==> config.mk <==
export PLATFORM = sky130hd
export DESIGN_NAME = seg_join_ctrl
export DESIGN_NICKNAME = d
export VERILOG_FILES = /design/src/rtl/seg_join_pkg.sv /design/src/rtl/seg_join_datapath.sv /design/src/rtl/seg_join_control.sv /design/src/rtl/seg_join_ctrl.sv
export SDC_FILE = /design/constraint.sdc
export NUM_CORES = 1
export LEC_CHECK = 0
export BUFFER_PORTS_ARGS = -buffer_cell sky130_fd_sc_hd__buf_2
export CORE_MARGIN = 2
export CORE_UTILIZATION = 54
export CTS_BUF_LIST = sky130_fd_sc_hd__clkbuf_8
export DETAILED_ROUTE_END_ITERATION = 16
export HOLD_SLACK_MARGIN = 0.05
export PLACE_DENSITY = 0.87
export SLEW_MARGIN = 25
export SYNTH_ARGS = -nofsm -noshare
export SYNTH_HDL_FRONTEND = slang
export SYNTH_SLANG_ARGS = --single-unit
==> constraint.sdc <==
create_clock -name clk -period 1.4 [get_ports clk]
set_input_delay 0.07 -clock clk [delete_from_list [all_inputs] [get_ports clk]]
set_output_delay 0.07 -clock clk [all_outputs]
set_load 0.1 [all_outputs]
==> src/rtl/seg_join_pkg.sv <==
package seg_join_pkg;

  localparam int NUM_SIDES = 2;

  typedef enum logic [2:0] {
    ST_LOCKOUT,
    ST_WAIT_EN,
    ST_MONITOR,
    ST_JOINED,
    ST_FAULT,
    ST_FAULT_EN_LOW
  } joinState_t;

  // control -> datapath strobes
  typedef struct packed {
    logic clearIdle;
    logic trackStop;
  } ctrlStrobe_t;

  // datapath -> control status
  typedef struct packed {
    logic                 supplyGood;
    logic                 enableHigh;
    logic [NUM_SIDES-1:0] sideQual;
  } busStatus_t;

endpackage

==> src/rtl/seg_join_datapath.sv <==
module seg_join_datapath
  import seg_join_pkg::*;
#(
  parameter int IDLE_CYCLES = 500,
  parameter int SYNC_STAGES = 2
) (
  input  logic                 clk,
  input  logic                 rstN,
  input  logic                 supplyOk,
  input  logic                 enable,
  input  logic [NUM_SIDES-1:0] sclPin,
  input  logic [NUM_SIDES-1:0] sdaPin,
  input  ctrlStrobe_t          strobe,
  output busStatus_t           status
);

  localparam int CNT_W = $clog2(IDLE_CYCLES + 1);
  localparam logic [CNT_W-1:0] IDLE_LIMIT = CNT_W'(IDLE_CYCLES);

  logic [SYNC_STAGES-1:0] supSync;
  logic [SYNC_STAGES-1:0] enSync;

  always_ff @(posedge clk or negedge rstN) begin
    if (!rstN) begin
      supSync <= '0;
      enSync  <= '0;
    end else begin
      supSync <= {supSync[SYNC_STAGES-2:0], supplyOk};
      enSync  <= {enSync[SYNC_STAGES-2:0], enable};
    end
  end

  assign status.supplyGood = supSync[SYNC_STAGES-1];
  assign status.enableHigh = enSync[SYNC_STAGES-1];

  for (genvar s = 0; s < NUM_SIDES; s++) begin : g_side
    logic [SYNC_STAGES-1:0] sclSync;
    logic [SYNC_STAGES-1:0] sdaSync;
    logic                   sclPrev;
    logic                   sdaPrev;
    logic [CNT_W-1:0]       highCnt;
    logic                   sclNow;
    logic                   sdaNow;
    logic                   stopSeen;
    logic                   idleSeen;

    // reset to the released (high) level of an open-drain bus
    always_ff @(posedge clk or negedge rstN) begin
      if (!rstN) begin
        sclSync <= '1;
        sdaSync <= '1;
        sclPrev <= 1'b1;
        sdaPrev <= 1'b1;
      end else begin
        sclSync <= {sclSync[SYNC_STAGES-2:0], sclPin[s]};
        sdaSync <= {sdaSync[SYNC_STAGES-2:0], sdaPin[s]};
        sclPrev <= sclNow;
        sdaPrev <= sdaNow;
      end
    end

    assign sclNow = sclSync[SYNC_STAGES-1];
    assign sdaNow = sdaSync[SYNC_STAGES-1];

    always_ff @(posedge clk or negedge rstN) begin
      if (!rstN) begin
        highCnt <= '0;
      end else if (strobe.clearIdle || !(sclNow && sdaNow)) begin
        highCnt <= '0;
      end else if (highCnt != IDLE_LIMIT) begin
        highCnt <= highCnt + 1'b1;
      end
    end

    assign stopSeen = strobe.trackStop && sclPrev && sclNow && !sdaPrev && sdaNow;
    assign idleSeen = (highCnt == IDLE_LIMIT);
    assign status.sideQual[s] = stopSeen || idleSeen;
  end

endmodule

==> src/rtl/seg_join_control.sv <==
module seg_join_control
  import seg_join_pkg::*;
(
  input  logic        clk,
  input  logic        rstN,
  input  busStatus_t  status,
  input  logic        stuckFault,
  input  logic        stuckRecovered,
  output ctrlStrobe_t strobe,
  output logic        connect,
  output logic        ready,
  output logic        prechargeEn,
  output logic        accelEn
);

  joinState_t stateQ;
  joinState_t stateD;

  always_ff @(posedge clk or negedge rstN) begin
    if (!rstN) stateQ <= ST_LOCKOUT;
    else       stateQ <= stateD;
  end

  always_comb begin
    stateD = stateQ;
    if (!status.supplyGood) begin
      stateD = ST_LOCKOUT;
    end else begin
      unique case (stateQ)
        ST_LOCKOUT, ST_WAIT_EN: begin
          stateD = status.enableHigh ? ST_MONITOR : ST_WAIT_EN;
        end
        ST_MONITOR: begin
          if (!status.enableHigh)   stateD = ST_WAIT_EN;
          else if (stuckFault)      stateD = ST_FAULT;
          else if (&status.sideQual) stateD = ST_JOINED;
        end
        ST_JOINED: begin
          if (!status.enableHigh) stateD = ST_WAIT_EN;
          else if (stuckFault)    stateD = ST_FAULT;
        end
        ST_FAULT: begin
          if (!status.enableHigh)  stateD = ST_FAULT_EN_LOW;
          else if (stuckRecovered) stateD = ST_MONITOR;
        end
        ST_FAULT_EN_LOW: begin
          if (status.enableHigh) stateD = ST_JOINED;
        end
        default: stateD = ST_LOCKOUT;
      endcase
    end
  end

  assign strobe.clearIdle = (stateQ != ST_MONITOR);
  assign strobe.trackStop = (stateQ == ST_MONITOR);

  assign connect     = (stateQ == ST_JOINED);
  assign ready       = (stateQ == ST_JOINED);
  assign accelEn     = (stateQ == ST_JOINED);
  assign prechargeEn = (stateQ == ST_LOCKOUT) || (stateQ == ST_WAIT_EN) ||
                       (stateQ == ST_MONITOR);

endmodule

==> src/rtl/seg_join_ctrl.sv <==
module seg_join_ctrl
  import seg_join_pkg::*;
#(
  parameter int IDLE_CYCLES = 500
) (
  input  logic clk,
  input  logic rstN,
  input  logic supplyOk,
  input  logic enable,
  input  logic sclA,
  input  logic sdaA,
  input  logic sclB,
  input  logic sdaB,
  input  logic stuckFault,
  input  logic stuckRecovered,
  output logic connect,
  output logic ready,
  output logic prechargeEn,
  output logic accelEn
);

  ctrlStrobe_t strobe;
  busStatus_t  status;

  seg_join_datapath #(
    .IDLE_CYCLES(IDLE_CYCLES),
    .SYNC_STAGES(2)
  ) u_datapath (
    .clk     (clk),
    .rstN    (rstN),
    .supplyOk(supplyOk),
    .enable  (enable),
    .sclPin  ({sclB, sclA}),
    .sdaPin  ({sdaB, sdaA}),
    .strobe  (strobe),
    .status  (status)
  );

  seg_join_control u_control (
    .clk           (clk),
    .rstN          (rstN),
    .status        (status),
    .stuckFault    (stuckFault),
    .stuckRecovered(stuckRecovered),
    .strobe        (strobe),
    .connect       (connect),
    .ready         (ready),
    .prechargeEn   (prechargeEn),
    .accelEn       (accelEn)
  );

endmodule

==> impl_metrics.json, run 1 <==
{
  "outcome": "complete, but fails checks",
  "failed_checks": "setup timing",
  "dp.cells": 189,
  "startpoint_type": "register",
  "synthTopCellsByArea": "dfrtp_1, dfstp_2, nor2_1",
  "pin_count": 14,
  "timing.fmax_ghz": 0.696,
  "r2r_cells": 4,
  "std_cell_rows": 19,
  "gr-usage-all-layers_pct": 21.3,
  "crit_type": "reg -> reg",
  "dr.pass1.iters": 4,
  "htree_levels": 2,
  "numCtsBuffers": 5,
  "grt_max_degree": 38,
  "cts_tree": "done",
  "instances_no_fill": 211,
  "r2r-end": "u_control.stateQ[0]",
  "synth-edff-count": 0,
  "hold_ws_ns": 0.0969,
  "arrival_ns": 1.63,
  "wl_um": 3220,
  "core_mm2": 0.00276,
  "viasPerCell": 5.74,
  "yosysMostFrequentCell": "dfrtp_1",
  "crit_end": "u_control.stateQ[0]",
  "end_kind": "register",
  "period_share_pct": 103,
  "whs_path_depth": 3,
  "reg2reg_setup_slack_ns": -0.04,
  "period_minus_slack_ns": 1.44,
  "io_buffers": 13,
  "synth_nets": 153,
  "gp_congestion": 0.777,
  "cts.sinks": 37,
  "die_w_um": 57.9,
  "antenna_found_initial": 0,
  "ir_worst_vdd_mv": 0.933,
  "r2r_start": "u_control.stateQ[0]",
  "antenna_left": 0,
  "clk_pin_slew_worst_paths_ns": 0.07,
  "hold_violations": 0,
  "die_y_um": 57.9,
  "ys_types": 29,
  "initial_core_util_pct": 56.9,
  "num_vias": 1212,
  "ys_top_cells_by_count": "dfrtp_1, nor2_1, dfstp_2, a21oi_1, o21ai_0",
  "area_growth_pct": 33.8,
  "first_global_vias": 1191,
  "fin_nets": 193,
  "synth_flop_cell": "dfrtp_1",
  "clock_latency_ns": 0.28,
  "dieArea_mm2": 0.00335,
  "drive_above_1_share_pct": 38.9,
  "async_flop_share_pct": 100,
  "syn_area_per_cell_um2": 11.3,
  "ys.warnings.count": 0,
  "root_buffer": "clkbuf_8",
  "setup_viol": 3,
  "required_ns": 1.60,
  "n_antenna_cell": 0,
  "setup_slack_ns": -0.0360,
  "worst_pin_slew_ns": 0.451,
  "crit_fanout": 2,
  "clock_path_buffers": 2,
  "yosysSeqAreaShare_pct": 60.0,
  "syn-cell-area_mm2": 0.00157,
  "dpl.hpwl_um": 2050,
  "rsz0062_at_grt": "yes",
  "yosys_register_bits": 37,
  "drv_cap": 0,
  "wire_per_inst_um": 15.2,
  "report.final.slew_viol_count": 0,
  "critPathLaunch": "u_control.stateQ[0]",
  "power_density_mw_per_mm2": 1000,
  "drt-initial-drc-count": 41,
  "netlist_instances": 139,
  "fill_cells": 153,
  "max-slew-margin-rel_pct": 69.9,
  "overflow": 0,
  "worst_clock_skew_ns": 0.00700,
  "final_util_pct": 76.0,
  "p_leak_uw": 0.000817,
  "hp-class": "in -> reg",
  "synth_top_area_share_pct": 39.9,
  "drc": 0,
  "grt_pass1_wl_um": 5390,
  "synth_largest_area_cell": "dfrtp_1"
}
==> per-stage QoR <==
step                      TNS, ns  power, uW  instance area, um^2  worst slack (ns)
after CTS                 -0.0566       2110                 2020           -0.0373
after global placement    -0.0566       1290                 1790           -0.0234
after floorplan            -0.262       1230                 1600            -0.107
after detailed placement   -0.614       1300                 1790            -0.143
after global routing       -0.575       2180                 2100            -0.107
final                     -0.0697       2100                 2100           -0.0360
==> cell usage in the layout, fill, tap and decap left out, types with 2 or more instances in the layout <==
cell,instances
dfrtp_1,25
buf_4,16
nor2_1,14
dfstp_2,12
buf_2,9
o21ai_0,8
a21oi_1,8
nand2_1,7
or3_1,7
clkbuf_8,7
dlygate4sd3_1,7
xnor2_1,6
nand4_1,4
nand4b_1,4
nand3_1,4
buf_12,4
inv_2,3
inv_1,3
nor2_4,3
a21oi_2,3
nand3_4,2
mux2i_1,2
nand3_2,2
nor3_1,2
ha_4,2
ha_2,2
==> report_power, final <==
| group | leakage [uW] | switching (uW) | internal, uW | total [uW] |
|---|---|---|---|---|
| clock network | 0.0000542 | 352 | 445 | 797 |
| registers | 0.000463 | 20.5 | 1110 | 1130 |
| logic | 0.000299 | 96.7 | 73.1 | 170 |
| total | 0.000817 | 469 | 1630 | 2100 |
==> critical path: stages, from the launching register on <==
cell	delay, ns
dfrtp_1	0.41
nor3b_4	0.27
nand3_4	0.10
or3b_4	0.38
a211oi_2	0.19
==> final cells by class <==
cell class	count	area, um^2	area share [%]
clock inverters	1	5.00	0.239
flip-flops and latches	37	941	44.9
clock buffers	7	96.3	4.59
inverters	6	22.5	1.07
multi-input cells	93	678	32.3
well taps	31	38.8	1.85
repair buffers	36	315	15.0
==> worst min path at each step <==
stage | end | slack [ns] | start
2_1_floorplan | u_control.stateQ[0] | -0.23 | rstN
3_3_place_gp | u_datapath.g_side[0].highCnt[4] | 0.12 | rstN
3_5_place_dp | u_datapath.g_side[0].highCnt[4] | 0.13 | rstN
4_1_cts | u_control.stateQ[2] | 0.1 | stuckFault
5_1_grt | u_control.stateQ[2] | 0.12 | stuckFault
6_report | u_control.stateQ[2] | 0.1 | stuckFault
==> repair_timing <==
item | CTS | global route
gates cloned | 0 | 0
endpoints found under the hold margin | 31 | 0
hold buffers | 7 | 0
buffers inserted | 3 | 4
gates resized for setup | 11 | 11
pin swaps | 7 | 4
endpoints found under the setup margin | 15 | 14
==> cells by family (layout without fill, tap and decap cells) <==
group | Yosys count | after routing | share of synthesized area [%]
AO/OA/AOI/OAI | 24 | 24 | 8.54
XOR/XNOR | 6 | 6 | 3.35
adder cells (fa/ha/maj) | 4 | 4 | 3.19
buffers and inverters | 9 | 50 | 2.71
flip-flops | 37 | 37 | 60.0
multiplexers | 2 | 2 | 1.28
AND/OR/NAND/NOR | 57 | 57 | 20.9
==> registers in the layout, summed over array words and instances (netlist names) <==
| register | cells |
|---|---|
| u_datapath.g_side.sclSync | 4 |
| u_datapath.g_side.highCnt | 18 |
| u_datapath.g_side.sdaSync | 4 |
| u_datapath.g_side.sclPrev | 2 |
| u_datapath.enSync | 2 |
| u_control.stateQ | 3 |
| u_datapath.supSync | 2 |
| u_datapath.g_side.sdaPrev | 2 |
==> layer usage <==
| layer | vias to the layer above | track usage, % | share of wire [%] |
|---|---|---|---|
| met5 | - | 0 | 0 |
| met4 | 0 | 8.31 | 1.9 |
| met3 | 7 | 6.25 | 5.1 |
| met2 | 46 | 32.6 | 48 |
| met1 | 592 | 29.0 | 45 |
| li1 | 567 | - | - |
Power figures use the tool's default switching activity.
==> run 2: changes to the inputs <==
--- a/config.mk
+++ b/config.mk
@@ -12,6 +12,7 @@
 export DETAILED_ROUTE_END_ITERATION = 16
 export HOLD_SLACK_MARGIN = 0.05
 export PLACE_DENSITY = 0.87
+export REMOVE_ABC_BUFFERS = 1
 export SLEW_MARGIN = 25
 export SYNTH_ARGS = -nofsm -noshare
 export SYNTH_HDL_FRONTEND = slang
==> run 2 against run 1 <==
The flow still finishes with violations (setup timing); via count grew 6.6%; wire length grew 23%; fmax shrank 3.1%; core utilization grew 2.6 points; sequential power is essentially flat; first-iteration DRC count grew 27%; clock power grew 37%; combinational power grew 4%; clock skew is essentially flat; worst setup slack lost 0.045 ns; final area grew 3.4%; largest power group unchanged.
==> impl_metrics.json, run 2 (synthesis results as in run 1) <==
{
  "first_global_vias": 1304,
  "use_met3_pct": 7.59,
  "clock_latency_ns": 0.30,
  "cp_num_cells": 5,
  "pwr-share-comb_pct": 7.3,
  "io_buffers": 13,
  "critPathLaunch": "u_datapath.g_side[1].highCnt[0]",
  "drc": 0,
  "viasPerCell": 6.01,
  "rsz0062_at_grt": "yes",
  "p_int_uw": 1900,
  "p_leak_uw": 0.000855,
  "switching_share_pct": 21.0,
  "antenna_found_initial": 0,
  "std_cell_rows": 19,
  "gr-usage-all-layers_pct": 24.6,
  "die_w_um": 57.9,
  "clock_path_buffers": 2,
  "cts_tree": "done",
  "critPathMaxStageDelay_ns": 0.45,
  "period_share_pct": 106,
  "path_cells": "buf_4 > buf_4 > nand4_1 > or3_1 > a21oi_1",
  "cpMaxStageDelayCell": "dfrtp_1",
  "wl_um": 3960,
  "period_minus_slack_ns": 1.48,
  "met2_usage_pct": 40.9,
  "crit_fanout": 3,
  "startpoint_type": "register",
  "clk_pin_slew_worst_paths_ns": 0.08,
  "busiest_layer": "met2",
  "required_ns": 1.62,
  "initial_core_util_pct": 56.9,
  "worstPathBufferInverterCount": 2,
  "crit_end": "u_datapath.g_side[1].highCnt[7]",
  "gp_congestion": 0.784,
  "root_buffer": "clkbuf_8",
  "wire_per_inst_um": 18.4,
  "overflow": 0,
  "largest_reg_flops": 18,
  "htree_levels": 2,
  "totalPowerFinal_uw": 2400,
  "power_density_mw_per_mm2": 1110,
  "worst_pin_slew_ns": 0.446,
  "n_antenna_cell": 0,
  "hold_violations": 0,
  "grt_use_met1_pct": 28.0,
  "dp.cells": 191,
  "r2r_start": "u_datapath.g_side[1].highCnt[0]",
  "outcome": "complete, but fails checks",
  "die_y_um": 57.9,
  "drt-initial-drc-count": 52,
  "setup_slack_ns": -0.0813,
  "numCtsBuffers": 5,
  "num_vias": 1292,
  "report.final.slew_viol_count": 0,
  "worst_clock_skew_ns": 0.00658,
  "seqPwrFrac_pct": 47.3,
  "cpLargestDelayFamily": "simple AND/OR/NAND/NOR gates",
  "dpl.hpwl_um": 2100,
  "fin_nets": 197,
  "r2r-end": "u_datapath.g_side[1].highCnt[7]",
  "p_sw_uw": 505,
  "max-slew-margin-rel_pct": 70.3,
  "grt_pass1_wl_um": 5910,
  "core_mm2": 0.00276,
  "area_growth_pct": 38.3,
  "r2r_cells": 5,
  "arrival_ns": 1.70,
  "end_kind": "register",
  "dr.pass1.iters": 4,
  "timing.fmax_ghz": 0.675,
  "path_common_cell": "buf_4",
  "cts.sinks": 37,
  "setup_viol": 10,
  "drive_above_1_share_pct": 41.3,
  "failed_checks": "setup timing",
  "hp-class": "in -> reg",
  "crit_type": "reg -> reg",
  "pin_count": 14,
  "antenna_left": 0,
  "top_regs": "u_datapath.g_side.highCnt (18), u_datapath.g_side.sclSync (4), u_datapath.g_side.sdaSync (4)",
  "drv_cap": 0,
  "setup_tns_ns": -0.356,
  "p_clk_share_pct": 45.4,
  "grt_max_degree": 38,
  "ir_worst_vdd_mv": 1.14,
  "top_register": "u_datapath.g_side.highCnt",
  "reg2reg_setup_slack_ns": -0.08,
  "final_common_cell": "dfrtp_1",
  "dieArea_mm2": 0.00335,
  "instances_no_fill": 215,
  "final_cell_mix": "dfrtp_1, buf_4, nor2_1, dfstp_2, buf_2"
}
run 2: power by group through the flow:
stage               Clock (uW)  Combinational (uW)  Sequential, uW
floorplan                    0                65.7            1150
detailed placement           0                 149            1150
finish                    1090                 176            1130
CTS                       1100                 172            1130
global route              1160                 187            1140
global placement             0                 145            1150
run 2: metrics by stage:
stage               setup WS [ns]  area, um^2  util (%)  hold WS [ns]
CTS                       -0.0266        2070      75.0        0.0965
floorplan                   -2.84        1550         -        -0.226
finish                    -0.0813        2170      78.6         0.102
global placement          -0.0263        1790      65.1         0.120
detailed placement         -0.121        1790      65.1         0.127
global route               -0.146        2170      78.6         0.112
run 2: per-layer routing:
metal	routed length [um]	vias up	part of all wire [%]
met3	208	18	5.3
met1	1540	636	39
li1	-	577	-
met5	0	-	0
met4	178	0	4.5
met2	2040	61	51
run 2: cell type report:
cell class,count,area (um^2)
sequential,37,941
clock inverter,3,65.1
clock buffer,5,68.8
timing repair buffer,40,345
inverter,6,22.5
tap,31,38.8
multi-input combinational,93,687
fill,154,589
run 2: worst min-delay path by stage:
stage,start,endpoint,slack [ns],cells past startpoint
4_1_cts,stuckFault,u_control.stateQ[2],0.1,3
5_1_grt,stuckFault,u_control.stateQ[2],0.11,3
6_report,stuckFault,u_control.stateQ[2],0.10,3
2_1_floorplan,rstN,u_control.stateQ[0],-0.23,0
3_3_place_gp,rstN,u_datapath.g_side[0].highCnt[4],0.12,2
3_5_place_dp,rstN,u_datapath.g_side[0].highCnt[7],0.13,2
run 2: worst min-delay path: stages:
cell      delay, ns
buf_2          0.13
nand4b_1       0.08
a21boi_0       0.07
run 2: timing repair:
item,in CTS,in global routing
pin swaps,4,6
hold buffers,7,0
resized for setup,11,16
buffers inserted,5,4
endpoints found under the hold margin,31,0
endpoints found under the setup margin,13,18
